$ cat config.mk
export PLATFORM = sky130hd
export DESIGN_NAME = crb_engine
export DESIGN_NICKNAME = d
export VERILOG_FILES = /design/src/rtl/crb_pkg.sv /design/src/rtl/crb_locality.sv /design/src/rtl/crb_power.sv /design/src/rtl/crb_exec.sv /design/src/rtl/crb_buffer.sv /design/src/rtl/crb_engine.sv
export SDC_FILE = /design/constraint.sdc
export NUM_CORES = 1
export LEC_CHECK = 0
export ABC_AREA = 1
export BUFFER_PORTS_ARGS = -buffer_cell sky130_fd_sc_hd__buf_4
export CORE_AREA = 8 8 228 394
export CTS_BUF_LIST = sky130_fd_sc_hd__clkbuf_2
export DETAILED_ROUTE_END_ITERATION = 8
export DIE_AREA = 0 0 236 402
export HOLD_SLACK_MARGIN = 0.12
export PLACE_DENSITY = 0.57
export REMOVE_ABC_BUFFERS = 1
export SLEW_MARGIN = 25
export SYNTH_ARGS = -nofsm -noshare
export SYNTH_HDL_FRONTEND = slang
export SYNTH_HIERARCHICAL = 1
export SYNTH_SLANG_ARGS = --single-unit
$ cat constraint.sdc
create_clock -name clk -period 2 [get_ports clk]
set_input_delay 0.2 -clock clk [delete_from_list [all_inputs] [get_ports clk]]
set_output_delay 0.2 -clock clk [all_outputs]
set_load 0.02 [all_outputs]
$ cat src/rtl/crb_pkg.sv
package crb_pkg;

    localparam int ADDR_W = 12;
    localparam int DATA_W = 32;

    typedef enum logic {
        PWR_IDLE  = 1'b0,
        PWR_READY = 1'b1
    } pwr_state_e;

    // Register offsets; the host software decodes these, so they are fixed.
    localparam logic [ADDR_W-1:0] OFS_LOC_STATE = 12'h000;
    localparam logic [ADDR_W-1:0] OFS_LOC_CTRL  = 12'h008;
    localparam logic [ADDR_W-1:0] OFS_CTRL_REQ  = 12'h040;
    localparam logic [ADDR_W-1:0] OFS_CTRL_STS  = 12'h044;
    localparam logic [ADDR_W-1:0] OFS_CANCEL    = 12'h048;
    localparam logic [ADDR_W-1:0] OFS_START     = 12'h04C;
    localparam logic [ADDR_W-1:0] OFS_INT_EN    = 12'h050;
    localparam logic [ADDR_W-1:0] OFS_CMD_SIZE  = 12'h058;
    localparam logic [ADDR_W-1:0] OFS_CMD_LO    = 12'h05C;
    localparam logic [ADDR_W-1:0] OFS_CMD_HI    = 12'h060;
    localparam logic [ADDR_W-1:0] OFS_RSP_SIZE  = 12'h064;
    localparam logic [ADDR_W-1:0] OFS_RSP_LO    = 12'h068;
    localparam logic [ADDR_W-1:0] OFS_RSP_HI    = 12'h06C;
    localparam logic [ADDR_W-1:0] OFS_BUF       = 12'h080;

    localparam logic [DATA_W-1:0] HDR_LEN = 32'd10;
    localparam logic [15:0]       HDR_TAG = 16'h8001;

endpackage

$ cat src/rtl/crb_locality.sv
module crb_locality (
    input  logic clk,
    input  logic rst_n,
    input  logic grant_req,
    input  logic release_req,
    output logic assigned,
    output logic established
);

    typedef struct packed {
        logic assigned;
        logic established;
    } loc_t;

    loc_t loc_d, loc_q;

    // release wins over a simultaneous request
    always_comb begin
        loc_d = loc_q;
        if (release_req) begin
            loc_d.assigned = 1'b0;
        end else if (grant_req) begin
            loc_d.assigned    = 1'b1;
            loc_d.established = 1'b1;
        end
    end

    always_ff @(posedge clk or negedge rst_n) begin
        if (!rst_n) loc_q <= '0;
        else        loc_q <= loc_d;
    end

    assign assigned    = loc_q.assigned;
    assign established = loc_q.established;

endmodule

$ cat src/rtl/crb_power.sv
module crb_power
    import crb_pkg::*;
#(
    parameter int PWR_LAT = 4,
    localparam int CNT_W  = $clog2(PWR_LAT + 1)
) (
    input  logic clk,
    input  logic rst_n,
    input  logic go_ready,
    input  logic go_idle,
    output logic ready,
    output logic pend_ready,
    output logic pend_idle
);

    typedef struct packed {
        pwr_state_e       state;
        logic             pend_ready;
        logic             pend_idle;
        logic [CNT_W-1:0] cnt;
    } pwr_t;

    pwr_t pwr_d, pwr_q;

    // a request stays pending PWR_LAT cycles, then commits
    always_comb begin
        pwr_d = pwr_q;
        if (pwr_q.pend_ready || pwr_q.pend_idle) begin
            if (pwr_q.cnt <= CNT_W'(1)) begin
                pwr_d.state      = pwr_q.pend_idle ? PWR_IDLE : PWR_READY;
                pwr_d.pend_ready = 1'b0;
                pwr_d.pend_idle  = 1'b0;
                pwr_d.cnt        = '0;
            end else begin
                pwr_d.cnt = pwr_q.cnt - CNT_W'(1);
            end
        end else if (go_idle) begin
            pwr_d.pend_idle = 1'b1;
            pwr_d.cnt       = CNT_W'(PWR_LAT);
        end else if (go_ready) begin
            pwr_d.pend_ready = 1'b1;
            pwr_d.cnt        = CNT_W'(PWR_LAT);
        end
    end

    always_ff @(posedge clk or negedge rst_n) begin
        if (!rst_n) begin
            pwr_q.state      <= PWR_IDLE;
            pwr_q.pend_ready <= 1'b0;
            pwr_q.pend_idle  <= 1'b0;
            pwr_q.cnt        <= '0;
        end else begin
            pwr_q <= pwr_d;
        end
    end

    assign ready      = (pwr_q.state == PWR_READY);
    assign pend_ready = pwr_q.pend_ready;
    assign pend_idle  = pwr_q.pend_idle;

endmodule

$ cat src/rtl/crb_exec.sv
module crb_exec #(
    parameter int          LAT_W     = 8,
    parameter logic [31:0] CANCEL_RC = 32'h0000_0101
) (
    input  logic             clk,
    input  logic             rst_n,
    input  logic             start_req,
    input  logic             cancel,
    input  logic [LAT_W-1:0] latency,
    output logic             busy,
    output logic             hdr_we,
    output logic [31:0]      hdr_rc
);

    typedef struct packed {
        logic             busy;
        logic [LAT_W-1:0] cnt;
    } exec_t;

    exec_t exec_d, exec_q;

    // finish after `latency` cycles; R7: cancel aborts one cycle later
    always_comb begin
        exec_d = exec_q;
        hdr_we = 1'b0;
        hdr_rc = '0;
        if (exec_q.busy) begin
            if (cancel) begin
                exec_d.busy = 1'b0;
                hdr_we      = 1'b1;
                hdr_rc      = CANCEL_RC;
            end else if (exec_q.cnt <= LAT_W'(1)) begin
                exec_d.busy = 1'b0;
                hdr_we      = 1'b1;
            end else begin
                exec_d.cnt = exec_q.cnt - LAT_W'(1);
            end
        end else if (start_req) begin
            exec_d.busy = 1'b1;
            exec_d.cnt  = latency;
        end
    end

    always_ff @(posedge clk or negedge rst_n) begin
        if (!rst_n) exec_q <= '0;
        else        exec_q <= exec_d;
    end

    assign busy = exec_q.busy;

endmodule

$ cat src/rtl/crb_buffer.sv
module crb_buffer
    import crb_pkg::*;
#(
    parameter int  WORDS = 16,
    localparam int IDX_W = $clog2(WORDS)
) (
    input  logic             clk,
    input  logic             rst_n,
    input  logic             host_we,
    input  logic [IDX_W-1:0] host_idx,
    input  logic [31:0]      host_wdata,
    input  logic             hdr_we,
    input  logic [31:0]      hdr_rc,
    input  logic [IDX_W-1:0] rd_idx,
    output logic [31:0]      rd_data
);

    logic [31:0] mem_d [WORDS];
    logic [31:0] mem_q [WORDS];

    // Header bytes land big-endian in a little-endian word layout
    always_comb begin
        mem_d = mem_q;
        if (host_we) mem_d[host_idx] = host_wdata;
        if (hdr_we) begin
            mem_d[0] = {HDR_LEN[23:16], HDR_LEN[31:24], HDR_TAG[7:0], HDR_TAG[15:8]};
            mem_d[1] = {hdr_rc[23:16], hdr_rc[31:24], HDR_LEN[7:0], HDR_LEN[15:8]};
            mem_d[2] = {mem_q[2][31:16], hdr_rc[7:0], hdr_rc[15:8]};
        end
    end

    for (genvar gi = 0; gi < WORDS; gi++) begin : g_word
        always_ff @(posedge clk or negedge rst_n) begin
            if (!rst_n) mem_q[gi] <= '0;
            else        mem_q[gi] <= mem_d[gi];
        end
    end

    assign rd_data = mem_q[rd_idx];

endmodule

$ cat src/rtl/crb_engine.sv
module crb_engine
    import crb_pkg::*;
#(
    parameter int          BUF_BYTES = 64,
    parameter int          PWR_LAT   = 4,
    parameter int          LAT_W     = 8,
    parameter logic [63:0] BASE_ADDR = 64'h0000_0001_FED4_0000,
    parameter logic [31:0] CANCEL_RC = 32'h0000_0101
) (
    input  logic             clk,
    input  logic             rst_n,
    input  logic             bus_valid,
    input  logic             bus_write,
    input  logic [11:0]      bus_addr,
    input  logic [31:0]      bus_wdata,
    output logic [31:0]      bus_rdata,
    input  logic             exec_fault,
    input  logic [LAT_W-1:0] stub_latency
);

    localparam int          BUF_WORDS = BUF_BYTES / 4;
    localparam int          IDX_W     = $clog2(BUF_WORDS);
    localparam logic [63:0] BUF_ADDR  = BASE_ADDR + 64'(OFS_BUF);
    localparam logic [ADDR_W-1:0] BUF_END = OFS_BUF + ADDR_W'(BUF_BYTES);

    typedef struct packed {
        logic cancel;
        logic int_en;
        logic fault;
    } ctl_t;

    ctl_t ctl_d, ctl_q;

    logic              loc_assigned, loc_established;
    logic              pwr_ready, pwr_pend_ready, pwr_pend_idle;
    logic              exec_busy, hdr_we;
    logic [31:0]       hdr_rc, buf_rdata;
    logic              wr_en, in_buf, host_buf_we, start_req;
    logic              go_ready, go_idle, grant_req, release_req;
    logic [ADDR_W-1:0] buf_off;
    logic [IDX_W-1:0]  buf_idx;
    logic              fault_flag, cancel_flag;
    logic              unused_bits;

    // ---------------- decode ----------------
    always_comb begin
        wr_en   = bus_valid && bus_write;
        in_buf  = (bus_addr >= OFS_BUF) && (bus_addr < BUF_END);
        buf_off = bus_addr - OFS_BUF;
        buf_idx = buf_off[IDX_W+1:2];

        grant_req   = wr_en && (bus_addr == OFS_LOC_CTRL) && bus_wdata[0];
        release_req = wr_en && (bus_addr == OFS_LOC_CTRL) && bus_wdata[1];
        // power requests ignored while a command runs
        go_ready = wr_en && (bus_addr == OFS_CTRL_REQ) && bus_wdata[0] && !exec_busy;
        go_idle  = wr_en && (bus_addr == OFS_CTRL_REQ) && bus_wdata[1] && !exec_busy;
        // start guarded by grant, ready, not busy, no error
        start_req = wr_en && (bus_addr == OFS_START) && bus_wdata[0]
                    && loc_assigned && pwr_ready && !exec_busy && !ctl_q.fault
                    && !pwr_pend_ready && !pwr_pend_idle;
        // buffer writes only in the ready, granted, not-busy window
        host_buf_we = wr_en && in_buf && loc_assigned && pwr_ready && !exec_busy;
    end

    // ---------------- control registers ----------------
    always_comb begin
        ctl_d = ctl_q;
        if (wr_en && (bus_addr == OFS_CANCEL)) ctl_d.cancel = bus_wdata[0];
        if (wr_en && (bus_addr == OFS_INT_EN)) ctl_d.int_en = bus_wdata[31];
        if (exec_fault)                        ctl_d.fault  = 1'b1;
    end

    always_ff @(posedge clk or negedge rst_n) begin
        if (!rst_n) ctl_q <= '0;
        else        ctl_q <= ctl_d;
    end

    assign fault_flag  = ctl_q.fault;
    assign cancel_flag = ctl_q.cancel;

    // ---------------- sub-blocks ----------------
    crb_locality i_locality (
        .clk         (clk),
        .rst_n       (rst_n),
        .grant_req   (grant_req),
        .release_req (release_req),
        .assigned    (loc_assigned),
        .established (loc_established)
    );

    crb_power #(.PWR_LAT(PWR_LAT)) i_power (
        .clk        (clk),
        .rst_n      (rst_n),
        .go_ready   (go_ready),
        .go_idle    (go_idle),
        .ready      (pwr_ready),
        .pend_ready (pwr_pend_ready),
        .pend_idle  (pwr_pend_idle)
    );

    crb_exec #(.LAT_W(LAT_W), .CANCEL_RC(CANCEL_RC)) i_exec (
        .clk       (clk),
        .rst_n     (rst_n),
        .start_req (start_req),
        .cancel    (ctl_q.cancel),
        .latency   (stub_latency),
        .busy      (exec_busy),
        .hdr_we    (hdr_we),
        .hdr_rc    (hdr_rc)
    );

    crb_buffer #(.WORDS(BUF_WORDS)) i_buffer (
        .clk        (clk),
        .rst_n      (rst_n),
        .host_we    (host_buf_we),
        .host_idx   (buf_idx),
        .host_wdata (bus_wdata),
        .hdr_we     (hdr_we),
        .hdr_rc     (hdr_rc),
        .rd_idx     (buf_idx),
        .rd_data    (buf_rdata)
    );

    // ---------------- read mux ----------------
    always_comb begin
        bus_rdata = '0;
        if (in_buf) begin
            bus_rdata = buf_rdata;
        end else begin
            unique case (bus_addr)
                OFS_LOC_STATE: bus_rdata = {24'd0, 1'b1, 5'd0, loc_assigned, loc_established};
                OFS_CTRL_REQ:  bus_rdata = {30'd0, pwr_pend_idle, pwr_pend_ready};
                OFS_CTRL_STS:  bus_rdata = {30'd0, !pwr_ready, ctl_q.fault};
                OFS_CANCEL:    bus_rdata = {31'd0, ctl_q.cancel};
                OFS_START:     bus_rdata = {31'd0, exec_busy};
                OFS_INT_EN:    bus_rdata = {ctl_q.int_en, 31'd0};
                OFS_CMD_SIZE,
                OFS_RSP_SIZE:  bus_rdata = 32'(BUF_BYTES);
                OFS_CMD_LO,
                OFS_RSP_LO:    bus_rdata = BUF_ADDR[31:0];
                OFS_CMD_HI,
                OFS_RSP_HI:    bus_rdata = BUF_ADDR[63:32];
                default:       bus_rdata = '0;
            endcase
        end
    end

    assign unused_bits = ^{buf_off[1:0], buf_off[ADDR_W-1:IDX_W+2], bus_wdata[30:2]};

endmodule

==> flow_metrics.tcl <==
set metrics [dict create \
    vias_per_cell 5.123 \
    synthArstFlopShare_pct 100.0 \
    wl_per_cell_um 21.87 \
    hold_depth 9 \
    rr_endpoint "i_buffer/mem_q[121]" \
    n_fill_cell 8227 \
    multi_input_area_um2 13000 \
    root_buffer "clkbuf_2" \
    r2r_cells 13 \
    io_pins 89 \
    grt_overflow 0 \
    row_count 141 \
    ys_seq_area_share_pct 48.31 \
    nets 4131 \
    setup-violations-final 537 \
    seqCellArea_um2 13310 \
    slew_violations 0 \
    antenna_found_initial 3 \
    finalNonFillerCells 5230 \
    dpl.hpwl_um 57730 \
    drtIter0Drc 2061 \
    grt_max_degree 70 \
    gp_congestion 0.8271 \
    ir_drop_mv 0.3478 \
    p_per_area_nw_per_um2 555.0 \
    fmax_mhz 366.2 \
    syn-mean-instance-area_um2 7.546 \
    drt-total-wl_um 114400 \
    setup_ws_ps -730.6 \
    cts_buffers 132 \
    clk_pin_slew_ps 110 \
    drive_above_1_share_pct 27.99 \
    worstReg2RegStart "i_exec/busy" \
    synthDistinctLibCells 40 \
    hold_violations 0 \
    worst_slew_pin_slew_ps 972.5 \
    chipHeight_um 402 \
    min_to "i_power/pend_ready" \
    min_path_type "input pin to flop" \
    status "finished with violations" \
    drcViolationCount 0 \
    fin_crit_sh_pct 136.5 \
    start_kind "flop" \
    min_from "bus_valid" \
    ff2ff_setup_slack_ps -280 \
    leakagePower_nw 18.10 \
    placeableCoreArea_um2 84150 \
    yosysWarningCount 6 \
    chipWidth_um 236 \
    firstDrtPassIters 5 \
    yosys.cell_count.top_type "nand2_1" \
    synth-main-ff-cell "dfrtp_1" \
    h-tree-depth 4 \
    synthCells 3652 \
    critPathArrivalTime_ps 2530 \
    cp_max_fo 2 \
    dp_cells 4734 \
    port_buffers 88 \
    cts_tree "built" \
    cts.sinks 532 \
    failed_checks "setup timing" \
    maxCapViolCount 0 \
    p_total_mw 20.62 \
    fin_setup_tns_ps -96850 \
    synth_top_area_share_pct 48.31 \
    vias 26794 \
    antenna_left 0 \
    insertion_delay_ps 1290 \
    finalCriticalPeriod_ps 2731 \
    yosysTopAreaCell "dfrtp_1" \
    netlist_top_cells_count "nand2_1, dfrtp_1, inv_1, nand3_1, o21ai_1" \
    area_growth_pct 34.80 \
    skew_ps 79.19 \
    critPathRequiredTime_ps 1800 \
    max_slew_margin_pct 35.10 \
    syn_area_um2 27560 \
    die-area_um2 94870 \
    critPathCaptureType "output port" \
    gr-usage-all-layers_pct 18.70 \
    clock_path_buffers 3 \
    dp_slack_ps -460.1 \
    grt_pass1_wl_um 140400 \
    synth_edf_count 0 \
    crit_type "flop to output port" \
    synth_area_leaders "dfrtp_1, nand2_1, nand3_1" \
    start_util_pct 32.75 \
    rsz0062_at_grt "true" \
    grt_pass1_vias 24710 \
    synth-seq-cells 532 \
]
## final cells by class
type | count | share of cell area [%]
well taps | 1072 | 3.611
inverters | 502 | 5.164
repair buffers | 520 | 17.21
multi-input cells | 2382 | 35.01
clock buffers | 193 | 2.600
flip-flops and latches | 532 | 35.84
clock inverters | 26 | 0.5524
diodes | 3 | 0.02021
## cell usage in the layout (no fill, tap or decap), types with 3 or more instances in the layout
master	instances
o22ai_1	58
o21ai_1	178
dfrtp_1	532
o21ai_2	118
o211ai_1	4
clkinv_1	13
dlygate4sd3_1	107
inv_4	6
nand2_8	16
diode_2	3
inv_2	57
clkbuf_2	193
clkbuf_16	49
nand3_2	112
nand3_4	5
nand3_1	315
a21oi_1	7
buf_8	5
buf_4	219
o21ai_0	160
nor2_2	9
ha_1	4
nand2_2	81
nand4_1	6
nand2_4	121
nand2_1	1073
conb_1	30
o21a_1	16
inv_1	443
nor2_4	13
buf_6	59
nor2_1	42
bufinv_16	4
buf_16	12
buf_12	69
## metal layers
metal  vias up  GRT usage, %  part of all wire [%]
li1      12310             -                     -
met1     12883         21.45                    35
met2      1123         33.93                    48
met3       476         2.964                   6.3
met4         2         8.286                    10
met5         -             0                 0.011
## metrics by stage
stage                     instance area (um2)  util, %  hold WS (ps)
after detailed placement                30130    35.81         136.8
after global routing                    37140    44.14         222.0
final                                   37150    44.14         281.1
after global placement                  30130    35.81         145.7
after floorplan                         25990        -        -95.59
after CTS                               33260    39.52         141.7
## registers in the layout (all words and copies together), names as in the netlist
register / flops
i_buffer/mem_q: 512
i_locality/established: 1
i_power/ready: 1
i_power/pwr_q: 3
ctl_q: 1
cancel_flag: 1
i_exec/exec_q: 8
i_power/pend_ready: 1
i_power/pend_idle: 1
i_exec/busy: 1
fault_flag: 1
i_locality/assigned: 1
## power by group
part / leakage (nW) / switching, mW / total (mW) / internal (mW)
clock network: 0.916 / 4.71 / 7.76 / 3.05
logic: 10.0 / 1.41 / 2.11 / 0.694
registers: 7.14 / 0.000374 / 10.7 / 10.7
total: 18.1 / 6.12 / 20.6 / 14.5
## timing repair
action / 4_1_cts / 5_1_grt
hold buffers: 108 / 1
pin swaps: 140 / 129
endpoints found under the hold margin: 1063 / 22
setup endpoints to repair: 441 / 558
cloned: 0 / 79
resized for setup: 156 / 512
setup buffers: 46 / 53
## how the worst max path moves through the flow
stage	startpoint	cells past startpoint	to	slack, ps
3_3_place_gp	bus_addr[11]	14	i_exec/exec_q[4]	-440
3_5_place_dp	bus_addr[11]	14	i_exec/exec_q[4]	-460
6_report	i_buffer/mem_q[295]	9	bus_rdata[7]	-730
2_1_floorplan	bus_addr[2]	9	bus_rdata[17]	-2630
5_1_grt	i_buffer/mem_q[479]	9	bus_rdata[31]	-870
4_1_cts	i_buffer/mem_q[225]	9	bus_rdata[1]	-820
## worst max-delay path, stage by stage (launching register included)
cell and delay, ps:
dfrtp_1 430, inv_1 60, nand2_1 50, nand3_1 90
nand3_1 110, nand3_2 100, nand2_2 60, nand2_4 90
nand3_4 120, buf_6 160
## kinds of logic after synthesis
family / synth area share, %
other cells: 0.01361
flops: 48.31
compound gates: 11.11
simple gates: 27.46
fa+ha+maj: 0.1816
buf+inv: 12.93
(Power assumes the default switching activity.)
